`src/rtl/trace_stim_pkg.sv`:
```
`timescale 1ns/1ps
package trace_stim_pkg;
   localparam logic [11:0] OFS_ENABLE = 12'hE00;
   localparam logic [11:0] OFS_PRIV   = 12'hE40;
   localparam logic [11:0] OFS_CTRL   = 12'hE80;
   localparam logic [11:0] OFS_KEY    = 12'hFB0;
   localparam logic [11:0] OFS_STATUS = 12'hFB4;
   localparam logic [31:0] UNLOCK_KEY = 32'hC5AC_CE55;

   typedef struct packed {
      logic stim;
      logic enable;
      logic priv;
      logic ctrl;
      logic key;
      logic status;
   } reg_hit_t;
endpackage

```
`src/rtl/trace_stim_decode.sv`:
```
`timescale 1ns/1ps
module trace_stim_decode
   import trace_stim_pkg::*;
#(
   parameter int ADDR_W    = 12,
   parameter int NUM_PORTS = 32,
   parameter int PORT_W    = 5
) (
   input  logic [ADDR_W-1:0] addr,
   output reg_hit_t          hit,
   output logic [PORT_W-1:0] port
);
   localparam int IDX_W = ADDR_W - 2;

   logic [IDX_W-1:0] word_idx;

   generate
      if (ADDR_W < 12) begin : g_bad_addr
         $error("ADDR_W must cover the 4 KiB register window");
      end
      if (NUM_PORTS * 4 > 'hE00) begin : g_bad_ports
         $error("stimulus window overlaps configuration registers");
      end
   endgenerate

   assign word_idx = addr[ADDR_W-1:2];
   assign port     = word_idx[PORT_W-1:0];

   always_comb begin
      hit.stim   = (word_idx < IDX_W'(NUM_PORTS));
      hit.enable = (addr == ADDR_W'(OFS_ENABLE));
      hit.priv   = (addr == ADDR_W'(OFS_PRIV));
      hit.ctrl   = (addr == ADDR_W'(OFS_CTRL));
      hit.key    = (addr == ADDR_W'(OFS_KEY));
      hit.status = (addr == ADDR_W'(OFS_STATUS));
   end
endmodule

```
`src/rtl/trace_stim_cfg.sv`:
```
`timescale 1ns/1ps
module trace_stim_cfg
   import trace_stim_pkg::*;
#(
   parameter int NUM_PORTS  = 32,
   parameter int GROUP_SIZE = 8,
   parameter int NUM_GROUPS = 4,
   parameter int DATA_W     = 32
) (
   input  logic                  clk,
   input  logic                  rst_n,
   input  logic                  wr,
   input  logic                  priv,
   input  logic [DATA_W-1:0]     wdata,
   input  logic                  hit_enable,
   input  logic                  hit_priv,
   input  logic                  hit_ctrl,
   input  logic                  hit_key,
   output logic [NUM_PORTS-1:0]  en_mask,
   output logic [NUM_GROUPS-1:0] prv_mask,
   output logic [DATA_W-1:0]     ctl,
   output logic                  locked
);
   logic                 cfg_open;
   logic [NUM_PORTS-1:0] en_next;

   generate
      if (DATA_W < 32 || NUM_PORTS > DATA_W) begin : g_bad_width
         $error("DATA_W must hold the key and the enable mask");
      end
   endgenerate

   assign cfg_open = wr && !locked;

   for (genvar g = 0; g < NUM_GROUPS; g++) begin : g_lane
      logic lane_we;
      assign lane_we = cfg_open && hit_enable && ctl[0] && (priv || !prv_mask[g]);
      assign en_next[g*GROUP_SIZE +: GROUP_SIZE] =
         lane_we ? wdata[g*GROUP_SIZE +: GROUP_SIZE] : en_mask[g*GROUP_SIZE +: GROUP_SIZE];

      // an unprivileged write never alters a restricted lane
      assert_user_lane_R6: assert property (@(posedge clk) disable iff (!rst_n)
         (wr && hit_enable && !priv && prv_mask[g]) |=> $stable(en_mask[g*GROUP_SIZE +: GROUP_SIZE]));
   end

   always_ff @(posedge clk or negedge rst_n) begin
      if (!rst_n) begin
         en_mask  <= '0;
         prv_mask <= '0;
         ctl      <= '0;
         locked   <= 1'b1;
      end else begin
         en_mask <= en_next;
         if (cfg_open && priv && hit_priv) prv_mask <= wdata[NUM_GROUPS-1:0];
         if (cfg_open && priv && hit_ctrl) ctl <= wdata;
         if (wr && priv && hit_key) locked <= (wdata != DATA_W'(UNLOCK_KEY));
      end
   end

   assert_locked_hold_R8: assert property (@(posedge clk) disable iff (!rst_n)
      locked |=> ($stable(prv_mask) && $stable(ctl) && $stable(en_mask)));

   assert_user_no_priv_R7: assert property (@(posedge clk) disable iff (!rst_n)
      (wr && !priv && (hit_priv || hit_ctrl)) |=> ($stable(prv_mask) && $stable(ctl)));

   assert_user_key_R8: assert property (@(posedge clk) disable iff (!rst_n)
      (wr && !priv && hit_key) |=> $stable(locked));
endmodule

```
`src/rtl/trace_stim_gate.sv`:
```
`timescale 1ns/1ps
module trace_stim_gate #(
   parameter int NUM_PORTS  = 32,
   parameter int GROUP_SIZE = 8,
   parameter int NUM_GROUPS = 4,
   parameter int PORT_W     = 5,
   parameter int DATA_W     = 32
) (
   input  logic                  clk,
   input  logic                  rst_n,
   input  logic                  wr,
   input  logic                  priv,
   input  logic                  stim_hit,
   input  logic [PORT_W-1:0]     port,
   input  logic [DATA_W-1:0]     wdata,
   input  logic [NUM_PORTS-1:0]  en_mask,
   input  logic [NUM_GROUPS-1:0] prv_mask,
   input  logic                  master,
   input  logic                  fifo_full,
   output logic                  push_valid,
   output logic [PORT_W-1:0]     push_port,
   output logic [DATA_W-1:0]     push_data
);
   logic [NUM_PORTS-1:0] port_open;
   logic                 accept;

   generate
      if (NUM_GROUPS * GROUP_SIZE != NUM_PORTS) begin : g_bad_groups
         $error("ports must split evenly into privilege groups");
      end
      if ((1 << PORT_W) < NUM_PORTS) begin : g_bad_port_w
         $error("PORT_W too narrow for NUM_PORTS");
      end
   endgenerate

   for (genvar p = 0; p < NUM_PORTS; p++) begin : g_port
      assign port_open[p] = en_mask[p] && (priv || !prv_mask[p / GROUP_SIZE]);
   end

   assign accept = wr && stim_hit && master && !fifo_full && port_open[port];

   always_ff @(posedge clk or negedge rst_n) begin
      if (!rst_n) begin
         push_valid <= 1'b0;
         push_port  <= '0;
         push_data  <= '0;
      end else begin
         push_valid <= accept;
         if (accept) begin
            push_port <= port;
            push_data <= wdata;
         end
      end
   end

   assert_push_master_R4: assert property (@(posedge clk) disable iff (!rst_n)
      push_valid |-> $past(master));

   assert_push_room_R12: assert property (@(posedge clk) disable iff (!rst_n)
      push_valid |-> !$past(fifo_full));

   assert_push_enabled_R2: assert property (@(posedge clk) disable iff (!rst_n)
      push_valid |-> $past(en_mask[port]));

   assert_push_from_write_R11: assert property (@(posedge clk) disable iff (!rst_n)
      push_valid |-> ($past(wr) && $past(stim_hit)));
endmodule

```
`src/rtl/trace_stim_regs.sv`:
```
`timescale 1ns/1ps
module trace_stim_regs
   import trace_stim_pkg::*;
#(
   parameter int ADDR_W     = 12,
   parameter int DATA_W     = 32,
   parameter int NUM_PORTS  = 32,
   parameter int GROUP_SIZE = 8,
   localparam int NUM_GROUPS = NUM_PORTS / GROUP_SIZE,
   localparam int PORT_W     = $clog2(NUM_PORTS)
) (
   input  logic              clk,
   input  logic              rst_n,
   input  logic [ADDR_W-1:0] bus_addr,
   input  logic              bus_wr,
   input  logic [DATA_W-1:0] bus_wdata,
   input  logic              bus_priv,
   output logic [DATA_W-1:0] bus_rdata,
   input  logic              fifo_full,
   output logic              push_valid,
   output logic [PORT_W-1:0] push_port,
   output logic [DATA_W-1:0] push_data
);
   reg_hit_t              hit;
   logic [PORT_W-1:0]     dec_port;
   logic [NUM_PORTS-1:0]  en_mask;
   logic [NUM_GROUPS-1:0] prv_mask;
   logic [DATA_W-1:0]     ctl;
   logic                  locked;

   trace_stim_decode #(.ADDR_W(ADDR_W), .NUM_PORTS(NUM_PORTS), .PORT_W(PORT_W)) i_decode (
      .addr(bus_addr), .hit(hit), .port(dec_port)
   );

   trace_stim_cfg #(.NUM_PORTS(NUM_PORTS), .GROUP_SIZE(GROUP_SIZE),
                    .NUM_GROUPS(NUM_GROUPS), .DATA_W(DATA_W)) i_cfg (
      .clk(clk), .rst_n(rst_n), .wr(bus_wr), .priv(bus_priv), .wdata(bus_wdata),
      .hit_enable(hit.enable), .hit_priv(hit.priv), .hit_ctrl(hit.ctrl), .hit_key(hit.key),
      .en_mask(en_mask), .prv_mask(prv_mask), .ctl(ctl), .locked(locked)
   );

   trace_stim_gate #(.NUM_PORTS(NUM_PORTS), .GROUP_SIZE(GROUP_SIZE), .NUM_GROUPS(NUM_GROUPS),
                     .PORT_W(PORT_W), .DATA_W(DATA_W)) i_gate (
      .clk(clk), .rst_n(rst_n), .wr(bus_wr), .priv(bus_priv), .stim_hit(hit.stim),
      .port(dec_port), .wdata(bus_wdata), .en_mask(en_mask), .prv_mask(prv_mask),
      .master(ctl[0]), .fifo_full(fifo_full),
      .push_valid(push_valid), .push_port(push_port), .push_data(push_data)
   );

   // read multiplexer; the lock key is write-only and reads zero
   always_comb begin
      bus_rdata = '0;
      if (hit.stim)        bus_rdata = DATA_W'(!fifo_full);
      else if (hit.enable) bus_rdata = DATA_W'(en_mask);
      else if (hit.priv)   bus_rdata = DATA_W'(prv_mask);
      else if (hit.ctrl)   bus_rdata = ctl;
      else if (hit.status) bus_rdata = DATA_W'({1'b0, locked, 1'b1});
   end

   assert_status_const_R9: assert property (@(posedge clk) disable iff (!rst_n)
      hit.status |-> (bus_rdata[0] && !bus_rdata[2]));
endmodule

```
`config.mk`:
```
export PLATFORM = sky130hd
export DESIGN_NAME = trace_stim_regs
export DESIGN_NICKNAME = d
export VERILOG_FILES = /design/src/rtl/trace_stim_pkg.sv /design/src/rtl/trace_stim_decode.sv /design/src/rtl/trace_stim_cfg.sv /design/src/rtl/trace_stim_gate.sv /design/src/rtl/trace_stim_regs.sv
export SDC_FILE = /design/constraint.sdc
export NUM_CORES = 1
export LEC_CHECK = 0
export BUFFER_PORTS_ARGS = -buffer_cell sky130_fd_sc_hd__buf_4
export CORE_UTILIZATION = 48
export DETAILED_ROUTE_END_ITERATION = 10
export PLACE_DENSITY = 0.75
export SLEW_MARGIN = 20
export SYNTH_ARGS = -nofsm -noshare
export SYNTH_HDL_FRONTEND = slang
export SYNTH_SLANG_ARGS = --single-unit
```
`constraint.sdc`:
```
create_clock -name clk -period 2.6 [get_ports clk]
set_input_delay 0.39 -clock clk [delete_from_list [all_inputs] [get_ports clk]]
set_output_delay 0.39 -clock clk [all_outputs]
set_load 0.02 [all_outputs]
```
==> results of run 1 <==
per-stage QoR:
| stage | total power, mW | worst slack [ns] |
|---|---|---|
| floorplan | 1.74 | 0.0340 |
| global placement | 1.88 | -0.234 |
| detailed placement | 1.88 | -0.293 |
| CTS | 2.97 | -0.0552 |
| global route | 3.05 | -0.0927 |
| finish | 2.94 | -0.0597 |
per-layer routing:
metal  vias to the layer above  GRT usage [%]  wire length [um]
met1                      1836           33.1              5460
met4                         0           7.58               181
met2                       144           40.9              6270
li1                       1599              -                 -
met5                         -              0                 0
met3                        23           4.84               699
where the power goes:
group	internal, mW	switching (mW)
clock	0.512	0.579
sequential	1.66	0.000960
combinational	0.0776	0.105
layout by cell type (no fill, tap or decap), types with 6 or more instances in the layout:
cell | Yosys | final
mux2i_1 | 6 | 6
dfrtp_1 | 106 | 106
inv_1 | 7 | 6
a22o_1 | 28 | 28
buf_4 | 0 | 116
nand2_1 | 12 | 12
clkbuf_8 | 0 | 11
buf_12 | 0 | 7
nor2_1 | 9 | 7
mux2_2 | 85 | 85
mux2_1 | 22 | 22
buf_6 | 4 | 22
worst paths after layout:
path / from / endpoint
max reg2reg: i_cfg.en_mask[15]$_DFFE_PN0P_ / i_gate.push_data[21]$_DFFE_PN0P_
min reg2reg: i_gate.push_port[4]$_DFFE_PN0P_ / i_gate.push_port[4]$_DFFE_PN0P_
max in group asynchronous: rst_n / i_gate.push_data[2]$_DFFE_PN0P_
min in group clk: bus_wdata[9] / i_gate.push_data[9]$_DFFE_PN0P_
max: bus_addr[3] / bus_rdata[0]
min: rst_n / i_gate.push_data[7]$_DFFE_PN0P_
registers in the layout (all words and copies together), names as in the netlist:
register           flops
i_cfg.locked           1
i_gate.push_data      32
i_gate.push_port       5
i_cfg.en_mask         32
i_gate.push_valid      1
i_cfg.ctl             32
i_cfg.prv_mask         4
repair_timing:
item / CTS / global route
pin swaps: 15 / 7
cloned: 1 / 0
hold buffers: 0 / 0
gates resized for setup: 25 / 16
endpoints found under the setup margin: 32 / 32
buffers inserted: 3 / 3
cells by family (layout without fill, tap and decap cells):
family | Yosys count | in the layout
buffers and inverters | 23 | 170
AND/OR/NAND/NOR | 55 | 55
flip-flops | 107 | 107
multiplexers | 118 | 118
AO/OA/AOI/OAI | 47 | 47
Yosys cell counts (3+ instances only):
| cell | number |
|---|---|
| dfrtp_1 | 106 |
| nand3_1 | 5 |
| mux4_2 | 5 |
| buf_6 | 4 |
| a22o_1 | 28 |
| mux2i_1 | 6 |
| mux2_2 | 85 |
| nor3_1 | 3 |
| nor2_4 | 3 |
| nor4bb_1 | 4 |
| a21oi_1 | 3 |
| nand2_1 | 12 |
| buf_2 | 3 |
| inv_1 | 7 |
| buf_1 | 3 |
| mux2_1 | 22 |
| clkbuf_1 | 6 |
| nor2b_1 | 3 |
| nor2_1 | 9 |
layout make-up:
| cell class | instances | area share [%] |
|---|---|---|
| sequential | 107 | 40.7 |
| multi-input combinational | 220 | 33.2 |
| timing repair buffer | 147 | 19.8 |
| tap | 133 | 2.53 |
| clock buffer | 11 | 2.30 |
| clock inverter | 5 | 1.03 |
| inverter | 7 | 0.437 |
==> out/results.ini, run 1 <==
[floorplanning]
die_w_um = 103
core_area_mm2 = 0.00986
die_area_mm2 = 0.0107
die_h_um = 103
ios = 119
rows = 36
initial_utilization_pct = 50.1

[timing]
setup_viol = 26
tightest_slew_ns = 0.581
timing.fmax_ghz = 0.376
finalClockSkew_ns = 0.0143
relSlewSlack_pct = 60.9
finalSetupTns_ns = -0.545
post-route-period-util_pct = 102
finalCriticalPeriod_ns = 2.66
fin_hold_ws_ns = 0.0235
hold_viol = 0
rsz0062_at_grt = yes
slew_viol_final = 0
worst_slack_ns = -0.0597

[pwr]
ir_worst_vdd_mv = 0.315
cellLeakagePower_nw = 3.42
powerDensity_mw_per_mm2 = 447

[synth]
synth_top_family_by_area = multiplexers
syn-cell-area_mm2 = 0.00494
synth_fa_ha_area_share_pct = 0
synth_xor_area_share_pct = 0
synth_compound_area_share_pct = 8.48
synthCells = 350
synth_nets = 399
ys_ff_latch = 107
async_flop_share_pct = 100
yosys.area.top_type = dfrtp_1
ys_warn_count = 0
synth_cell_types = 45
synth_flop_cell = dfrtp_1
syn_avg_cell_area_um2 = 14.1
synth-edff-count = 0
synth_top_area_share_pct = 53.7
synth_simple_gate_area_share_pct = 6.99
synthMuxAreaShare_pct = 27.9
ys_seq_area_share_pct = 54.2
synthTopCellsByArea = dfrtp_1 54%, mux2_2 19%, mux2_1 5.0%

[worst_setup_path]
startpoint_type = input port
cp.depth = 9
endpoint_kind = output pin
crit_chain = buf_6, or4b_4, or4_4, nor2_4, buf_6, inv_4, mux2i_1, o21ai_1, buf_4
ff2ff_path_depth = 7
path_max_fanout = 4
crit_buf_inv = 4
crit_family = simple AND/OR/NAND/NOR gates
arrival_ns = 2.27
required_ns = 2.21
rrSetupSlack_ns = 0.19
cp_common_cell = buf_6
slowest_stage = or4b_4
max_stage_delay_ns = 0.55
critPathKind = in2out

[job]
max_cap_violations = 0

[grt]
grt_pass1_vias = 3678
grt_overflow_total = 0
grt_max_degree = 44
grt_pass1_wl_um = 19600
grt_antenna_before_repair = 0
track_usage_pct = 24.7

[clock_network]
cts-root-buf = clkbuf_8
cts_tree = yes
ctsLongestPathBuffers = 2
clk_transition_reported_paths_ns = 0.10
cts.sinks = 107
clock_latency_ns = 0.37
cts_buffers = 9
h-tree-depth = 3

[finish]
final_cells = 630
layout.nets = 541
utilization_pct = 66.7
num_antenna_cells = 0
drive_above_1_share_pct = 55.3
syn2layout_area_growth_pct = 33.2
regArea_mm2 = 0.00268
fillers = 759
design_area_mm2 = 0.00658
multi_input_area_mm2 = 0.00218

[route]
totalWireLength_um = 12600
firstDrtPassIters = 4
vias = 3602
first_iter_violations = 152
drt-vias-per-instance = 5.72
ant_nets = 0
avgRoutedWirePerCell_um = 20.0
drcViolationCount = 0

[place]
port-buffer-count = 118
hpwl_um = 8950
dp_cells = 608
place_congestion = 0.898
placed_area_mm2 = 0.00616

[outcome]
violations = negative setup slack
status = finished, violations left

[worst_hold_path]
hp-class = in2async

No activity file was read; power rests on OpenSTA's default activity.
==> run 2: changes to the inputs <==
- CORE_UTILIZATION: 48 -> 53
- PLACE_DENSITY: 0.75 -> 0.79
- clock period: 2.6 -> 2.81 ns (I/O delays scaled with it)
==> out/results.ini, run 2 (same netlist as run 1, synthesis figures left out) <==
[route]
drt-vias-per-instance = 5.84  ; was 5.72
ant_nets = 0  ; unchanged
vias = 3495  ; was 3602
first_iter_violations = 136  ; was 152
totalWireLength_um = 11700  ; was 12600 um
drcViolationCount = 0  ; unchanged
avgRoutedWirePerCell_um = 19.5  ; was 20.0 um
firstDrtPassIters = 5  ; was 4

[grt]
grt_pass1_wl_um = 18900  ; was 19600 um
grt_overflow_total = 0  ; unchanged
grt_antenna_before_repair = 0  ; unchanged
grt_max_degree = 60  ; was 44
grt_pass1_vias = 3650  ; was 3678
track_usage_pct = 25.6  ; was 24.7%

[clock_network]
h-tree-depth = 3  ; unchanged
cts.sinks = 107  ; unchanged
clock_latency_ns = 0.39  ; was 0.37 ns
cts_tree = yes  ; unchanged
cts_buffers = 9  ; unchanged
ctsHoldBuffers = 0  ; unchanged
cts_setup_buffers = 0  ; was 3
cts-root-buf = clkbuf_8  ; unchanged
clk_transition_reported_paths_ns = 0.10  ; about the same
ctsLongestPathBuffers = 2  ; unchanged

[finish]
num_antenna_cells = 0  ; unchanged
syn2layout_area_growth_pct = 28.1  ; was 33.2%
drive_above_1_share_pct = 53.9  ; was 55.3%
regArea_mm2 = 0.00268  ; unchanged
final_cells = 598  ; was 630
layout_common_cells = 135 x buf_4, 106 x dfrtp_1, 85 x mux2_2, 28 x a22o_1, 22 x mux2_1  ; was 116 x buf_4, 106 x dfrtp_1, 85 x mux2_2, 28 x a22o_1
final_common_cell = buf_4  ; unchanged
fillers = 604  ; was 759
reg_top3 = i_cfg.ctl x32, i_cfg.en_mask x32, i_gate.push_data x32  ; unchanged
multi_input_area_mm2 = 0.00217  ; was 0.00218 mm^2
layout.nets = 534  ; was 541
design_area_mm2 = 0.00633  ; was 0.00658 mm^2

[pwr]
cellLeakagePower_nw = 3.34  ; was 3.42 nW
powerDensity_mw_per_mm2 = 432  ; was 447 mW/mm^2
ir_worst_vdd_mv = 0.276  ; was 0.315 mV
total_power_mw = 2.73  ; was 2.94 mW

[floorplanning]
core_area_mm2 = 0.00889  ; was 0.00986 mm^2
initial_utilization_pct = 55.6  ; was 50.1%
die_w_um = 98.6  ; was 103 um
ios = 119  ; unchanged
die_area_mm2 = 0.00971  ; was 0.0107 mm^2
die_h_um = 98.6  ; was 103 um
rows = 34  ; was 36

[worst_setup_path]
max_stage_delay_ns = 0.56  ; was 0.55 ns
critPathKind = in2out  ; unchanged
required_ns = 2.39  ; was 2.21 ns
cp_common_cell = buf_4  ; was buf_6
endpoint_kind = output pin  ; unchanged
crit_chain = buf_4, or4b_4, or4_4, nor2_4, inv_1, mux2i_1, o21ai_0, buf_4  ; was buf_6, or4b_4, or4_4, nor2_4, buf_6, inv_4, mux2i_1, o21ai_1, buf_4
crit_family = simple AND/OR/NAND/NOR gates  ; unchanged
slowest_stage = or4b_4  ; unchanged
startpoint_type = input port  ; unchanged
path_max_fanout = 6  ; was 4
crit_buf_inv = 3  ; was 4
arrival_ns = 2.33  ; was 2.27 ns

[worst_hold_path]
hp-class = in2async  ; unchanged

[timing]
slew_viol_final = 0  ; unchanged
finalCriticalPeriod_ns = 2.76
tightest_slew_ns = 0.756  ; was 0.581 ns
timing.fmax_ghz = 0.363
setup_viol = 0  ; was 26
finalClockSkew_ns = 0.0161  ; was 0.0143 ns
fin_hold_ws_ns = 0.0804  ; was 0.0235 ns
worst_slack_ns = 0.0547  ; was -0.0597 ns
relSlewSlack_pct = 49.6  ; was 60.9%
hold_viol = 0  ; unchanged
post-route-period-util_pct = 98.1

[place]
port-buffer-count = 118  ; unchanged
dp_cells = 582  ; was 608
place_congestion = 0.925  ; was 0.898
hpwl_um = 8630  ; was 8950 um
placed_area_mm2 = 0.00608  ; was 0.00616 mm^2
place_ws_ns = -0.145  ; was -0.293 ns

[job]
max_cap_violations = 0  ; unchanged

[outcome]
status = finished, final reports clean  ; was finished, violations left

-- run 2: cell types whose count changed in the layout (fill, tap and decap cells not counted), sizes merged --
cell	before	now
clkbuf	11	13
buf	146	140
inv	9	7
bufbuf	1	0
-- run 2: area by class of cell --
class / count / share of cell area [%]
Inverter: 7 / 0.415
Clock buffer: 13 / 2.83
Timing Repair Buffer: 140 / 17.3
Multi-Input combinational cell: 220 / 34.3
Clock inverter: 3 / 0.692
Sequential cell: 107 / 42.3
Tap cell: 108 / 2.14
-- run 2: metrics by stage --
| stage | utilization, % | setup TNS, ns |
|---|---|---|
| 2_1_floorplan | - | 0 |
| 3_3_place_gp | 68.4 | -1.01 |
| 4_1_cts | 71.0 | 0 |
| 6_report | 71.2 | 0 |
| 3_5_place_dp | 68.4 | -2.97 |
| 5_1_grt | 71.2 | -0.0116 |
-- run 2: final timing paths --
check	startpoint	to	slack, ns	depth (start not counted)
worst min register to register	i_gate.push_port[4]$_DFFE_PN0P_	i_gate.push_port[4]$_DFFE_PN0P_	0.49	1
worst min-delay path	rst_n	i_gate.push_data[5]$_DFFE_PN0P_	0.08	1
worst max register to register	i_cfg.en_mask[13]$_DFFE_PN0P_	i_gate.push_data[6]$_DFFE_PN0P_	0.46	7
max in group asynchronous	rst_n	i_cfg.ctl[19]$_DFFE_PN0P_	2.03	2
worst max-delay path	bus_addr[1]	bus_rdata[0]	0.05	8
min in group clk	bus_wdata[9]	i_gate.push_data[9]$_DFFE_PN0P_	0.27	2
-- run 2: what timing repair did --
item / 4_1_cts / 5_1_grt
gates resized for setup: 4 / 4
pin swaps: 2 / 1
endpoints found under the setup margin: 32 / 9
endpoints found under the hold margin: 0 / 0
gates cloned: 0 / 0
-- run 2: metal layers --
metal  up-vias  global-route usage, %  routed length (um)
li1       1580                      -                   -
met1      1768                   34.5                5080
met2       128                   41.3                5740
met3        19                   4.40                 608
met4         0                   10.7                 242
met5         -                      0                   0
-- run 2: where the power goes --
| part | total (mW) | switching (mW) | internal [mW] |
|---|---|---|---|
| registers | 1.54 | 0.000842 | 1.54 |
| logic | 0.164 | 0.0939 | 0.0700 |
| clock network | 1.03 | 0.519 | 0.510 |
| total | 2.73 | 0.614 | 2.12 |
